<file path="src/rtl/fetch_pkg.sv">
package fetch_pkg;

  typedef enum logic [1:0] {
    JMP_NEAR     = 2'b00,
    JMP_BANK     = 2'b01,
    JMP_LONG     = 2'b10,
    JMP_LONG_ALT = 2'b11
  } jmp_kind_e;

  // Per-cycle strobes from control to datapath
  typedef struct packed {
    logic issueLocal;   // local read requested this cycle
    logic issueShared;  // shared read requested this cycle
    logic redirect;     // load the jump target
    logic advance;      // a fetch was issued, step the PC
    logic waitSlot;     // shared fetch held back for the slot
  } fetch_ctl_t;

endpackage

</file>
<file path="src/rtl/fetch_ctrl.sv">
module fetch_ctrl
  import fetch_pkg::*;
#(
  parameter int SLOT_PERIOD = 16
) (
  input  logic       clk,
  input  logic       rstN,
  input  logic       pcShared,
  input  logic       slotStb,
  input  logic       jmpValid,
  output fetch_ctl_t ctl
);

  localparam int GAP_W = $clog2(SLOT_PERIOD + 1);

  always_comb begin
    ctl.redirect    = jmpValid;
    ctl.issueLocal  = !jmpValid && !pcShared;
    ctl.issueShared = !jmpValid && pcShared && slotStb;
    ctl.waitSlot    = !jmpValid && pcShared && !slotStb;
    ctl.advance     = ctl.issueLocal || ctl.issueShared;
  end

  // Cycles since the last strobe, saturating at the window length
  logic [GAP_W-1:0] gapCnt;
  logic             seenSlot;

  always_ff @(posedge clk or negedge rstN) begin
    if (!rstN) begin
      gapCnt   <= '0;
      seenSlot <= 1'b0;
    end else if (slotStb) begin
      gapCnt   <= '0;
      seenSlot <= 1'b1;
    end else if (gapCnt != GAP_W'(SLOT_PERIOD)) begin
      gapCnt   <= gapCnt + 1'b1;
    end
  end

  // shared requests come no more often than once per window
  slot_gap_chk: assert property (@(posedge clk) disable iff (!rstN)
    (slotStb && seenSlot) |-> (gapCnt >= GAP_W'(SLOT_PERIOD - 1)));

  // a held shared fetch keeps the PC in shared space
  pc_hold_chk: assert property (@(posedge clk) disable iff (!rstN)
    ctl.waitSlot |=> pcShared);

endmodule

</file>
<file path="src/rtl/fetch_dp.sv">
module fetch_dp
  import fetch_pkg::*;
#(
  parameter int PC_W     = 18,
  parameter int LOCAL_AW = 9,
  parameter int DATA_W   = 32
) (
  input  logic                     clk,
  input  logic                     rstN,
  input  fetch_ctl_t               ctl,
  input  logic [1:0]               jmpKind,
  input  logic [LOCAL_AW-1:0]      jmpSrc,
  input  logic [LOCAL_AW-1:0]      jmpDst,
  input  logic                     bankWe,
  input  logic [PC_W-LOCAL_AW-1:0] bankIn,
  input  logic [DATA_W-1:0]        localRdata,
  input  logic [DATA_W-1:0]        sharedRdata,
  output logic                     pcShared,
  output logic [LOCAL_AW-1:0]      localAddr,
  output logic [PC_W-1:0]          sharedAddr,
  output logic                     insnValid,
  output logic                     insnStall,
  output logic [DATA_W-1:0]        insnWord,
  output logic [PC_W-1:0]          insnPc
);

  localparam int BANK_W      = PC_W - LOCAL_AW;
  localparam int LOCAL_WORDS = 1 << LOCAL_AW;

  logic [PC_W-1:0]   pcQ;
  logic [BANK_W-1:0] bankQ;
  logic [PC_W-1:0]   insnPcQ;
  logic              validQ;
  logic              stallQ;
  logic              selSharedQ;
  logic [PC_W-1:0]   jmpTgt;

  assign pcShared   = |pcQ[PC_W-1:LOCAL_AW];
  assign localAddr  = pcQ[LOCAL_AW-1:0];
  assign sharedAddr = pcQ;

  // Jump target formation
  always_comb begin
    case (jmp_kind_e'(jmpKind))
      JMP_NEAR: jmpTgt = {insnPcQ[PC_W-1:LOCAL_AW], jmpDst};
      JMP_BANK: jmpTgt = {bankQ, jmpDst};
      default:  jmpTgt = PC_W'({jmpSrc, jmpDst});
    endcase
  end

  always_ff @(posedge clk or negedge rstN) begin
    if (!rstN) begin
      pcQ        <= '0;
      bankQ      <= '0;
      insnPcQ    <= '0;
      validQ     <= 1'b0;
      stallQ     <= 1'b0;
      selSharedQ <= 1'b0;
    end else begin
      if (ctl.redirect)     pcQ <= jmpTgt;
      else if (ctl.advance) pcQ <= pcQ + 1'b1;
      if (ctl.advance)      insnPcQ <= pcQ;
      if (bankWe)           bankQ <= bankIn;
      validQ     <= ctl.advance;
      stallQ     <= ctl.waitSlot;
      selSharedQ <= ctl.issueShared;
    end
  end

  assign insnValid = validQ;
  assign insnStall = stallQ;
  assign insnPc    = insnPcQ;
  assign insnWord  = !validQ    ? '0 :
                     selSharedQ ? sharedRdata : localRdata;


  local_deliver_chk: assert property (@(posedge clk) disable iff (!rstN)
    ctl.issueLocal |=> (insnValid && !selSharedQ && insnPc == $past(pcQ)));


  shared_deliver_chk: assert property (@(posedge clk) disable iff (!rstN)
    ctl.issueShared |=> (insnValid && selSharedQ && insnPc == $past(pcQ)));


  pc_step_chk: assert property (@(posedge clk) disable iff (!rstN)
    ctl.advance |=> (pcQ == PC_W'($past(pcQ) + 1'b1)));


  redirect_bubble_chk: assert property (@(posedge clk) disable iff (!rstN)
    ctl.redirect |=> (!insnValid && !insnStall));


  stall_excl_chk: assert property (@(posedge clk) disable iff (!rstN)
    insnStall |-> !insnValid);


  shared_floor_chk: assert property (@(posedge clk) disable iff (!rstN)
    ctl.issueShared |-> (sharedAddr >= PC_W'(LOCAL_WORDS)));


  bank_hold_chk: assert property (@(posedge clk) disable iff (!rstN)
    !bankWe |=> $stable(bankQ));

endmodule

</file>
<file path="src/rtl/fetch_unit.sv">
module fetch_unit
  import fetch_pkg::*;
#(
  parameter int PC_W        = 18,
  parameter int LOCAL_AW    = 9,
  parameter int DATA_W      = 32,
  parameter int SLOT_PERIOD = 16
) (
  input  logic                     clk,
  input  logic                     rstN,
  input  logic                     slotStb,
  input  logic                     jmpValid,
  input  logic [1:0]               jmpKind,
  input  logic [LOCAL_AW-1:0]      jmpSrc,
  input  logic [LOCAL_AW-1:0]      jmpDst,
  input  logic                     bankWe,
  input  logic [PC_W-LOCAL_AW-1:0] bankIn,
  output logic                     localRe,
  output logic [LOCAL_AW-1:0]      localAddr,
  input  logic [DATA_W-1:0]        localRdata,
  output logic                     sharedRe,
  output logic [PC_W-1:0]          sharedAddr,
  input  logic [DATA_W-1:0]        sharedRdata,
  output logic                     insnValid,
  output logic                     insnStall,
  output logic [DATA_W-1:0]        insnWord,
  output logic [PC_W-1:0]          insnPc
);

  fetch_ctl_t ctl;
  logic       pcShared;

  fetch_ctrl #(.SLOT_PERIOD(SLOT_PERIOD)) u_ctrl (
    .clk      (clk),
    .rstN     (rstN),
    .pcShared (pcShared),
    .slotStb  (slotStb),
    .jmpValid (jmpValid),
    .ctl      (ctl)
  );

  fetch_dp #(.PC_W(PC_W), .LOCAL_AW(LOCAL_AW), .DATA_W(DATA_W)) u_dp (
    .clk         (clk),
    .rstN        (rstN),
    .ctl         (ctl),
    .jmpKind     (jmpKind),
    .jmpSrc      (jmpSrc),
    .jmpDst      (jmpDst),
    .bankWe      (bankWe),
    .bankIn      (bankIn),
    .localRdata  (localRdata),
    .sharedRdata (sharedRdata),
    .pcShared    (pcShared),
    .localAddr   (localAddr),
    .sharedAddr  (sharedAddr),
    .insnValid   (insnValid),
    .insnStall   (insnStall),
    .insnWord    (insnWord),
    .insnPc      (insnPc)
  );

  assign localRe  = ctl.issueLocal;
  assign sharedRe = ctl.issueShared;


  one_source_chk: assert property (@(posedge clk) disable iff (!rstN)
    !(localRe && sharedRe));

endmodule

</file>
<file path="config.mk">
export PLATFORM = sky130hd
export DESIGN_NAME = fetch_unit
export DESIGN_NICKNAME = d
export VERILOG_FILES = /design/src/rtl/fetch_pkg.sv /design/src/rtl/fetch_ctrl.sv /design/src/rtl/fetch_dp.sv /design/src/rtl/fetch_unit.sv
export SDC_FILE = /design/constraint.sdc
export NUM_CORES = 1
export LEC_CHECK = 0
export CAP_MARGIN = 20
export CORE_UTILIZATION = 40
export DETAILED_ROUTE_END_ITERATION = 12
export DONT_BUFFER_PORTS = 1
export PLACE_DENSITY = 0.54
export SLEW_MARGIN = 20
export SYNTH_ARGS = -nofsm -noshare
export SYNTH_HDL_FRONTEND = slang
export SYNTH_SLANG_ARGS = --single-unit
</file>
<file path="constraint.sdc">
create_clock -name clk -period 2.2 [get_ports clk]
set_clock_uncertainty 0.2 [all_clocks]
set_input_delay 0.11 -clock clk [delete_from_list [all_inputs] [get_ports clk]]
set_output_delay 0.11 -clock clk [all_outputs]
set_load 0.05 [all_outputs]
</file>
# Yosys cells after proc, flatten, opt, wreduce, memory -nomap -nowiden
# Index checks and enable logic that the tools add are counted.
[totals] wordCells=24 inputBits=98 ram_bits=0 latchBits=0 regBits=48 mem_count=0 mem_bits_ro=0
[classes] bitwise_logic=0 div=0 n_lt_le_gt_ge=0 muxes=5 eq_ne=1 reduce_logical=11 add_sub_neg=1 multipliers=0 n_shift=0
[op_table] cell="32-bit two-way mux" count=2
[op_table] cell="18-bit two-way mux" count=2
[op_table] cell="18-bit one-hot mux with 2 select lines" count=1
[op_table] cell="18-bit by 1-bit adder with 18-bit output (second input constant)" count=1
[op_table] cell="9-bit OR reduction" count=1
[op_table] cell="1-bit logical AND" count=4
[op_table] cell="1-bit zero test" count=3
[op_table] cell="2-bit by 1-bit equality test with 1-bit output (second input constant)" count=1
[op_table] cell="2-bit zero test" count=1
[op_table] cell="2-bit nonzero test" count=1
[op_table] cell="1-bit logical OR" count=1

# Logic depth before layout (Yosys ltp)
[logic_depth] depth_word=6 depth_mapped=6 depth_no_buf=5

# By module
# A second synthesis with hierarchy kept.
[hier_totals] cells_unflattened=296 area_unflattened_um2=2976.6
[by_module_without_submodules] mod="fetch_dp" instances=1 cells_each=290 seq_area_each_um2=1201.2 area_each_um2=2936.6
[by_module_without_submodules] mod="fetch_ctrl" instances=1 cells_each=6 seq_area_each_um2=0.0 area_each_um2=40.0

# Worst setup path before layout
# No wires, ideal clock.
[synth_path] path_type="register to register" startpoint="register u_dp.pcQ[13] (netlist: u_dp.sharedAddr[13])" endpoint="register u_dp.insnPcQ[13] (netlist: u_dp.insnPc[13])" path_slack_ps=-69 arrival_ps=1944 path_buffers=1 path_stages_with_launch=6 setup_ps=125 t_required_ps=1875 cell_sequence="dfrtp_1 > nor4_4 > a31oi_4 > nor2_4 > buf_6 > mux2_2"
[synth_rtl] item="start: declaration" line="fetch_dp.sv:30" rtl="logic [PC_W-1:0] pcQ;"
[synth_rtl] item="start signal: assignment" line="fetch_dp.sv:60" rtl="if (ctl.redirect) pcQ <= jmpTgt;"
[synth_rtl] item="start signal: assignment" line="fetch_dp.sv:61" rtl="else if (ctl.advance) pcQ <= pcQ + 1'b1;"
[synth_rtl] item="end signal: assignment" line="fetch_dp.sv:62" rtl="if (ctl.advance) insnPcQ <= pcQ;"
[synth_rtl] item="end: declaration" line="fetch_dp.sv:32" rtl="logic [PC_W-1:0] insnPcQ;"

# Worst setup path after layout
[layout_path] startpoint="register u_dp.pcQ[13] (netlist: u_dp.sharedAddr[13])" endpoint="output sharedRe"
[layout_via] elab_chain_len=3
[layout_rtl] item="9-bit OR reduction" line="fetch_dp.sv:38" rtl="assign pcShared = |pcQ[PC_W-1:LOCAL_AW];"
[layout_rtl] item="1-bit logical AND (2 in series)" line="fetch_ctrl.sv:19" rtl="ctl.issueShared = !jmpValid && pcShared && slotStb;"
[layout_rtl] item="end: declaration" line="fetch_unit.sv:21" rtl="output logic sharedRe,"
# Every way passes these cells.

==> impl_summary.txt <==
----------------------------------------------------
[Synth]
  Sequential-to-total area share from yosys stat ... 39.4%
  Mean instance size in the synthesized netlist ... 10.1 um^2
  Post-synthesis net count ... 402
  Cell variety after synth ... 41
  Most numerous cell in the Yosys netlist ... sky130_fd_sc_hd__dfrtp_1
  Number of cells produced by synthesis ... 303
  Warnings from Yosys ... 0
  EDFF count, synth ... 0
  Library cell with the largest summed area after synthesis ... sky130_fd_sc_hd__dfrtp_1
  Cell types with the largest area share after synthesis ... sky130_fd_sc_hd__dfrtp_1 (39%), sky130_fd_sc_hd__mux2i_1 (14%), sky130_fd_sc_hd__mux2_2 (10%)
  Dominant register cell in the synthesized netlist ... sky130_fd_sc_hd__dfrtp_1
  Top-area cell type share of the netlist area ... 39.4%
  Count of state elements after synthesis ... 48
  Async SR Flop Fraction ... 100%
  Commonest cells in the netlist ... sky130_fd_sc_hd__dfrtp_1 (48), sky130_fd_sc_hd__mux2i_1 (42), sky130_fd_sc_hd__nor2b_1 (32)
  Cell area after technology mapping ... 0.00305 mm^2

[CTS]
  Clk Latency, worst-skew pair ... 300 ps
  Clock transition time at the flip-flop clock pins of the worst setup and hold paths ... 90 ps
  Clock net sink count ... 48
  Number of setup buffers added after CTS ... 0
  CTS tree ... yes
  Deepest clock path buffer count ... 2
  H-tree depth reported by CTS ... 2
  Number of buffers created by CTS ... 5
  Clk root buf ... sky130_fd_sc_hd__clkbuf_8

[Pwr]
  Peak supply drop ... 0.000439 V
  Cell Pwr Density ... 725 mW/mm^2
  Standby leakage power ... 1.73 nW

[Floorplanning]
  Placement row count ... 31
  Die H ... 89.3 um
  Full die area ... 0.00798 mm^2
  I/O pins ... 179
  Core Box Area ... 0.00733 mm^2
  Die outline width ... 89.3 um
  Initial core utilization ... 41.6%

[Global route]
  Via count of the first global-routing pass ... 2598
  Global router's overall resource usage ... 21.4%
  Initial antenna violation count ... 0
  Global route overflow ... 0
  Wire length of the first global-routing pass ... 13000 um
  Largest net degree at the start of global routing ... 49

[Critical path]
  Path type of the worst setup path ... register to output port
  Critical path origin ... u_dp.sharedAddr[13]
  Required arrival time at the worst endpoint ... 1890 ps
  Cell mode on critical path ... sky130_fd_sc_hd__buf_4
  Max FO, Critical Path ... 3
  Largest stage delay, worst path ... 430 ps
  Critical-path cell list ... nor4_4 > buf_4 > nand3_1 > and3_4 > buf_4
  Category of the worst setup path launch point ... register
  Reg2Reg Launch Point ... u_dp.sharedAddr[13]
  Type of element capturing the critical path ... output port
  Max stage delay cell, worst path ... sky130_fd_sc_hd__dfrtp_2
  Arrival time reported for the critical path endpoint ... 1800 ps

[Final layout]
  Final cell area excluding filler cells ... 0.00411 mm^2
  Layout overhead on the synthesized area ... 34.7%
  Share of final-layout standard cells stronger than drive strength 1 ... 27.8%
  Total Nets Final ... 490
  Ant diodes ... 0

[STA]
  Number of pins with negative max-slew slack in the final report ... 0
  Actual transition at the worst max-transition pin ... 990 ps
  Number of failing hold endpoints at the final stage ... 0
  Rel. slew slack ... 33.7%
  Number of failing setup endpoints in the final timing report ... 0
  Max Fclk ... 474 MHz
  Shortest period the worst path allows ... 2110 ps
  Unrepaired setup endpoints after global routing ... no
  Total negative slack ... 0 ps
  Crit share post-route ... 95.8%

[Placement]
  Post-detail-place hpwl ... 6470 um
  Port Buffers ... 0
  Placement Cell Area ... 0.00355 mm^2
  Routability congestion estimate from global placement ... 0.819

[Drt]
  Iteration count of the initial detailed-routing pass ... 5
  Residual DRC ... 0
  Routed vias/inst ... 5.49
  Count of vias placed by the detailed router ... 2695
  Antenna Violating Nets Remaining ... 0
  Drt initial violations ... 105
  Detail-routed net length per standard cell ... 18.1 um
  Routed WL ... 8870 um

[Hold path]
  Worst min-delay path category ... input pin to register
  Hold path startpoint ... jmpKind[0]

[Flow run]
  Number of max-cap violations ... 0

[Run status]
  Result of the run ... finished clean

----------------------------------------------------
## metal layers
metal,part of all wire (%),global-route usage (%),vias to the layer above,wire length (um)
met5,0,0,-,0
met4,0.90,4.62,0,80
met3,7.9,4.99,7,701
met2,52,40.0,115,4640
met1,39,24.8,1301,3440
li1,-,-,1272,-
## worst max-delay path, delay by kind of cell, from the launching register on
| family | cells | cell delay (ps) |
|---|---|---|
| and+or+nand+nor | 3 | 710 |
| DFF | 1 | 430 |
| buffers and inverters | 2 | 380 |
## what timing repair did
item | 4_1_cts | 5_1_grt
gates resized for setup | 0 | 3
endpoints found under the setup margin | 0 | 3
hold buffers | 44 | 0
endpoints found under the hold margin | 78 | 0
## cell type report
cell class                      instances  area [um^2]
Timing Repair Buffer                  110          997
Multi-Input combinational cell        222         1680
Inverter                                4         15.0
Clock buffer                            8         90.1
Fill cell                             659         3220
Tap cell                               99          124
Sequential cell                        48         1200
## cell families after synthesis
| kind of cell | Yosys count | synth area share [%] |
|---|---|---|
| and+or+nand+nor | 102 | 19.1 |
| buffers and inverters | 33 | 5.74 |
| adders and majority gates | 1 | 0.410 |
| DFF | 48 | 39.4 |
| xor gates and xnor gates | 1 | 0.287 |
| muxes | 69 | 23.7 |
| AOI/OAI and AO/OA | 49 | 11.4 |
## layout by cell type (no fill, tap or decap), drive strengths merged, types with 15 or more instances in the layout
master / instances
nor2b: 32
mux2: 27
nand2: 18
dlygate4sd3: 42
buf: 67
mux2i: 42
dfrtp: 48
nor2: 15
## flip-flops by register name (all words and copies together) (netlist names)
register	cells
u_dp.insnPc	18
u_dp.insnValid	1
u_dp.insnStall	1
u_dp.selSharedQ	1
u_dp.bankQ	9
u_dp.sharedAddr	18
## power by group
group / switching, mW / internal [mW] / leakage [nW]
Combinational: 0.654 / 0.393 / 1.12
Sequential: 0.372 / 1.01 / 0.558
Clock: 0.292 / 0.257 / 0.0455
Total: 1.32 / 1.66 / 1.73
## worst paths after layout
path	end	slack, ps	cells past startpoint
max reg2reg	u_dp.insnPc[15]	110	5
min reg2reg	u_dp.sharedAddr[5]	420	2
min in group asynchronous	u_dp.sharedAddr[1]	100	2
min	u_dp.sharedAddr[17]	2	4
max	sharedRe	90	5
max in group asynchronous	u_dp.sharedAddr[13]	1460	2
## stage by stage
stage	instances	hold slack [ps]	power [mW]	util, %	worst slack (ps)
global placement	439	-384	2.32	48.4	174
floorplan	303	-386	2.11	-	1.63
finish	491	2.23	2.98	56.1	91.7
detailed placement	439	-384	2.34	48.4	124
global route	491	18.9	3.12	56.1	18.9
CTS	491	8.49	2.98	55.9	37.7
No activity file was read; power rests on OpenSTA's default activity.
